## src/rtl/hold_pkg.sv

```systemverilog
package hold_pkg;
    localparam int MAX_TICKS = 12;
    localparam int TICK_W    = $clog2(MAX_TICKS + 1);
    typedef logic [TICK_W-1:0] tick_t;

    typedef struct packed {
        tick_t cnt;
        logic  lvl;
    } dly_st_t;

    // bit positions inside the synchronizer bundle
    localparam int IX_RAS  = 0;
    localparam int IX_Q3   = 1;
    localparam int IX_PHI  = 2;
    localparam int IX_EN80 = 3;
    localparam int IX_ROM1 = 4;
    localparam int IX_ROM2 = 5;
    localparam int N_IN    = 6;
endpackage

```

## src/rtl/in_sync.sv

```systemverilog
module in_sync #(
    parameter int W = 1
) (
    input  logic         clk,
    input  logic [W-1:0] din,
    output logic [W-1:0] sync_o,
    output logic [W-1:0] edge_o
);
    typedef struct packed {
        logic [W-1:0] meta;
        logic [W-1:0] sync;
        logic [W-1:0] prev;
    } sync_st_t;

    sync_st_t st_d, st_q;

    always_comb begin
        st_d.meta = din;
        st_d.sync = st_q.meta;
        st_d.prev = st_q.sync;
    end

    always_ff @(posedge clk) begin
        st_q <= st_d;
    end

    assign sync_o = st_q.sync;
    assign edge_o = st_q.sync ^ st_q.prev;
endmodule

```

## src/rtl/dly_unit.sv

```systemverilog
module dly_unit
    import hold_pkg::*;
#(
    parameter int TICKS = 1
) (
    input  logic clk,
    input  logic rst,
    input  logic trig,
    input  logic clr,
    input  logic val,
    output logic lvl_o
);
    localparam tick_t LOAD = tick_t'(TICKS - 1);

    dly_st_t st_d, st_q;

    always_comb begin
        st_d = st_q;
        if (rst || clr) begin
            st_d.cnt = '0;
            st_d.lvl = val;
        end else if (trig) begin
            st_d.cnt = LOAD;
            if (TICKS == 1) st_d.lvl = val;
        end else if (st_q.cnt != '0) begin
            st_d.cnt = st_q.cnt - tick_t'(1);
            if (st_q.cnt == tick_t'(1)) st_d.lvl = val;
        end
    end

    always_ff @(posedge clk) begin
        st_q <= st_d;
    end

    assign lvl_o = st_q.lvl;

    // a trigger always (re)loads the full count
    a_r8_reload: assert property (@(posedge clk) disable iff (rst)
        (trig && !clr) |=> (st_q.cnt == LOAD));

    // with no trigger and no running count the output holds
    a_r6_quiet: assert property (@(posedge clk) disable iff (rst)
        (!trig && !clr && st_q.cnt == '0) |=> $stable(lvl_o));

    // the counter never exceeds its configured load
    a_r5_cnt_range: assert property (@(posedge clk) disable iff (rst)
        st_q.cnt <= LOAD);

    initial begin
        a_r5_ticks_legal: assert (TICKS >= 1 && TICKS <= MAX_TICKS);
    end
endmodule

```

## src/rtl/hold_delay_gen.sv

```systemverilog
module hold_delay_gen
    import hold_pkg::*;
#(
    parameter int ROW_TICKS  = 1,
    parameter int COL_TICKS  = 1,
    parameter int EN80_TICKS = 1,
    parameter int ROM_TICKS  = 1,
    parameter bit RAS_PHASE  = 1'b1,
    parameter bit ROM_DLY    = 1'b1
) (
    input  logic clk,
    input  logic rst,
    input  logic ras_n,
    input  logic q3,
    input  logic phi0,
    input  logic en80_n,
    input  logic rom1_n,
    input  logic rom2_n,
    output logic col_ok,
    output logic q3_dly,
    output logic en80_n_dly,
    output logic rom1_n_dly,
    output logic rom2_n_dly
);
    logic [N_IN-1:0] raw, s, e;
    logic            ras_fall, ras_rise, phase_ok;
    logic [1:0]      rom_dly;

    assign raw[IX_RAS]  = ras_n;
    assign raw[IX_Q3]   = q3;
    assign raw[IX_PHI]  = phi0;
    assign raw[IX_EN80] = en80_n;
    assign raw[IX_ROM1] = rom1_n;
    assign raw[IX_ROM2] = rom2_n;

    in_sync #(.W(N_IN)) u_sync (
        .clk    (clk),
        .din    (raw),
        .sync_o (s),
        .edge_o (e)
    );

    assign ras_fall = e[IX_RAS] & ~s[IX_RAS];
    assign ras_rise = e[IX_RAS] &  s[IX_RAS];
    assign phase_ok = (s[IX_PHI] == RAS_PHASE);

    // row hold, armed only in the chosen phase
    dly_unit #(.TICKS(ROW_TICKS)) u_row (
        .clk   (clk),
        .rst   (rst),
        .trig  (ras_fall & phase_ok),
        .clr   (ras_rise),
        .val   (~s[IX_RAS]),
        .lvl_o (col_ok)
    );

    // column hold after each Q3 edge
    dly_unit #(.TICKS(COL_TICKS)) u_col (
        .clk   (clk),
        .rst   (rst),
        .trig  (e[IX_Q3]),
        .clr   (1'b0),
        .val   (s[IX_Q3]),
        .lvl_o (q3_dly)
    );

    // 80-column enable re-timed after PHI_0 transitions
    dly_unit #(.TICKS(EN80_TICKS)) u_en80 (
        .clk   (clk),
        .rst   (rst),
        .trig  (e[IX_PHI]),
        .clr   (1'b0),
        .val   (s[IX_EN80]),
        .lvl_o (en80_n_dly)
    );

    // ROM enables, delayed or passed straight through
    for (genvar i = 0; i < 2; i++) begin : g_rom
        if (ROM_DLY) begin : g_dly
            dly_unit #(.TICKS(ROM_TICKS)) u_rom (
                .clk   (clk),
                .rst   (rst),
                .trig  (e[IX_PHI]),
                .clr   (1'b0),
                .val   (s[IX_ROM1 + i]),
                .lvl_o (rom_dly[i])
            );
        end else begin : g_thru
            assign rom_dly[i] = s[IX_ROM1 + i];
        end
    end

    assign rom1_n_dly = rom_dly[0];
    assign rom2_n_dly = rom_dly[1];

    // a fall in the wrong phase never raises the qualifier
    a_r3_phase_guard: assert property (@(posedge clk) disable iff (rst)
        (ras_fall && !phase_ok && !col_ok) |=> !col_ok);

    // a strobe rise drops the qualifier on the next edge
    a_r4_release: assert property (@(posedge clk) disable iff (rst)
        ras_rise |=> !col_ok);

    // during reset the qualifier mirrors the inverted strobe
    a_r1_reset_mirror: assert property (@(posedge clk)
        rst |=> (col_ok == ~$past(s[IX_RAS])));
endmodule

```

## config.mk

```make
export PLATFORM = sky130hd
export DESIGN_NAME = hold_delay_gen
export DESIGN_NICKNAME = d
export VERILOG_FILES = /design/src/rtl/hold_pkg.sv /design/src/rtl/in_sync.sv /design/src/rtl/dly_unit.sv /design/src/rtl/hold_delay_gen.sv
export SDC_FILE = /design/constraint.sdc
export NUM_CORES = 1
export LEC_CHECK = 0
export CORE_UTILIZATION = 59
export CTS_BUF_LIST = sky130_fd_sc_hd__clkbuf_4 sky130_fd_sc_hd__clkbuf_8
export DETAILED_ROUTE_END_ITERATION = 10
export GPL_ROUTABILITY_DRIVEN = 0
export HOLD_SLACK_MARGIN = 0.02
export PLACE_DENSITY = 0.81
export RECOVER_POWER = 25
export SLEW_MARGIN = 20
export SYNTH_ARGS = -nofsm -noshare
export SYNTH_HDL_FRONTEND = slang
export SYNTH_SLANG_ARGS = --single-unit
export TNS_END_PERCENT = 50
```

## constraint.sdc

```tcl
create_clock -name clk -period 2.2 [get_ports clk]
set_clock_uncertainty 0.15 [all_clocks]
set_input_delay 0.44 -clock clk [delete_from_list [all_inputs] [get_ports clk]]
set_output_delay 0.44 -clock clk [all_outputs]
set_load 0.05 [all_outputs]
```

==> qor.csv <==
metric,value,unit
final-report hold violation count,0,
number of global-route vias before repair,898,
max incr delay on CP,0.80,ns
number of fill cells,195,
worst-path cell chain,clkdlybuf4s50_1,
Hold WC Path Type,reg2reg,
synth warn,0,
CP max stage cell,clkdlybuf4s50_1,
Max-Cap Viols,0,
total setup buffers inserted after CTS,0,
die height,54.3,µm
total negative slack,0,ns
critical path arrival,1.49,ns
Ant. Diodes,0,
period utilization,94.7,%
Starting Density,64.0,%
pre-CTS setup slack,0.273,ns
Critical Path Source Type,flip-flop,
Port Buffers,12,
sw power,0.000289,W
max-slew violation count,0,
Top-Level Pins,13,
FP Rows,18,
P_leak,0.737,nW
routed length per instance,11.1,µm
sequential fraction of the synthesis area,52.7,%
Syn Area/Cell,11.0,µm²
Post-route DRC,0,
share of cells above drive strength 1,11.4,%
detailed router's first-iteration violation count,5,
Final WS setup,0.117,ns
Cell variety after synth,24,
Skew-Pair Late Insertion Delay,0.35,ns
post-placement cell count,189,
DP HPWL,1670,µm
GR Overflow Total,0,
outcome,finished clean,
final setup violation count,0,
Hold Slack,0.189,ns
CTS tree,built,
Root Buffer,clkbuf_4,
first-pass GRT wire length,3440,µm
"commonest non-fill, non-tap cell in the layout",dfxtp_1,
TritonCTS Buffers,5,
Power Density,726,mW/mm²
Die Span X,54.3,µm
Buf/Inv on CP,1,
CTS Hold Bufs,0,
Area Growth Syn to Fin,15.5,%
Relative slew margins,67.0,%
Syn Inst Count,147,
Initial DRT Pass Iterations,2,
worst-margin pin slew,0.493,ns
Routed Antenna Nets,0,
crit-path max FO,1,
post-CTS sizing,0,
required time of the critical path,1.61,ns
largest net degree at the start of global routing,14,
full die area,0.00295,mm²
fin util,73.9,%
most frequent cells in the layout,"35 x dfxtp_1, 20 x nor2_1, 14 x ha_1, 13 x inv_1, 11 x clkdlybuf4s50_1",
Clk pwr share,37.5,%
switch share,21.4,%
CTS Buffer Depth,2,
fin nets,188,
clk slew on worst S/H paths,0.12,ns
"Cell Count, Final, Fillers Out",197,
Max Freq,480,MHz
final wirelength,2190,µm
Syn Std Cell Area,0.00161,mm²
Critical Path End Type,primary output,
RSZ-0062 raised after global routing,false,
#FFs+latches synth,40,
core area,0.00252,mm²
total track usage,17.5,%
crit-path leading delay family,buffers and inverters,
Max VDD drop,0.000831,V
Mapped Nets,169,
initial antenna violation count,0,
Tmin final,2.08,ns
Flop pwr share,56.8,%
Via density,5.08,
P_int,0.00106,W
clock tree sinks,40,
htree depth,2,
critical path class,reg2out,
DR vias,1001,
Logic pwr share,5.6,%
area by class of cell:
cell class              count  area, µm²  share of cell area (%)
clock buffers               6       51.3                    2.75
clock inverters             2       38.8                    2.08
inverters                  13       48.8                    2.62
multi-input cells          93        709                    38.1
flip-flops and latches     40        851                    45.6
well taps                  30       37.5                    2.01
repair buffers             13        128                    6.85
stage by stage:
stage | power, W | instance area [µm²]
after floorplan | 0.000830 | 1610
final | 0.00135 | 1860
after global routing | 0.00140 | 1860
after global placement | 0.000862 | 1770
after CTS | 0.00138 | 1860
after detailed placement | 0.000864 | 1770
power by group through the flow:
stage	sequential, W	clock [W]	combinational, W
floorplan	0.000810	0	0.0000206
global placement	0.000785	0	0.0000773
detailed placement	0.000786	0	0.0000774
CTS	0.000770	0.000529	0.0000777
global route	0.000772	0.000547	0.0000817
finish	0.000769	0.000508	0.0000763
routing by layer:
layer | part of all wire [%] | up-vias | wire [µm] | track usage (%)
li1 | - | 529 | - | -
met1 | 44 | 457 | 967 | 17.0
met2 | 49 | 11 | 1080 | 29.9
met3 | 4.3 | 4 | 94 | 9.17
met4 | 2.0 | 0 | 44 | 8.97
met5 | 0 | - | 0 | 0
sequential cells by signal (all words and copies together) (netlist names):
register and cells:
g_rom.g_dly.u_rom.lvl_o 2, u_sync.st_q 3, u_sync.sync_o 6, u_sync.st_d 6, u_col.lvl_o 1, g_rom.g_dly.u_rom.st_q 8
u_en80.lvl_o 1, u_col.st_q 4, u_row.lvl_o 1, u_row.st_q 4, u_en80.st_q 4
final timing paths:
kind	slack (ns)	depth (start not counted)	startpoint	end
setup / recovery	0.12	1	g_rom[1].g_dly.u_rom.lvl_o$_DFFE_PP_	rom2_n_dly
hold / removal	0.19	0	u_sync.st_d[8]$_DFF_P_	u_sync.sync_o[2]$_DFF_P_
setup reg to reg	0.46	4	g_rom[0].g_dly.u_rom.st_q[1]$_SDFFE_PP0P_	g_rom[0].g_dly.u_rom.lvl_o$_DFFE_PP_
hold reg to reg	0.19	0	u_sync.st_d[8]$_DFF_P_	u_sync.sync_o[2]$_DFF_P_
Yosys cell counts, drive strengths merged:
master / n / share of area, %
dfxtp: 35 / 43
nor2: 20 / 4.7
ha: 14 / 11
inv: 13 / 3.0
xnor2: 7 / 3.8
nand2b: 6 / 2.3
a211oi: 5 / 3.6
a21oi: 5 / 1.6
edfxtp: 5 / 9.3
mux2i: 5 / 3.1
nand3b: 5 / 2.3
nor3: 5 / 1.6
or3b: 5 / 3.3
nand3: 4 / 1.2
or2b: 3 / 1.4
or4b: 3 / 1.9
nand2: 2 / 0.47
a31o: 1 / 0.54
buf: 1 / 0.31
nor4b: 1 / 0.54
o211ai: 1 / 0.47
or2: 1 / 0.39
logic make-up (layout without fill, tap and decap cells):
logic type | count (synthesis) | count (layout) | synth area share (%)
fa+ha+maj | 14 | 14 | 10.9
flops | 40 | 40 | 52.7
mux | 5 | 5 | 3.10
xor+xnor | 7 | 7 | 3.80
buf+inv | 14 | 34 | 3.33
simple gates | 55 | 55 | 20.1
compound gates | 12 | 12 | 6.12
Note: power is estimated with default switching activity, not from simulation.
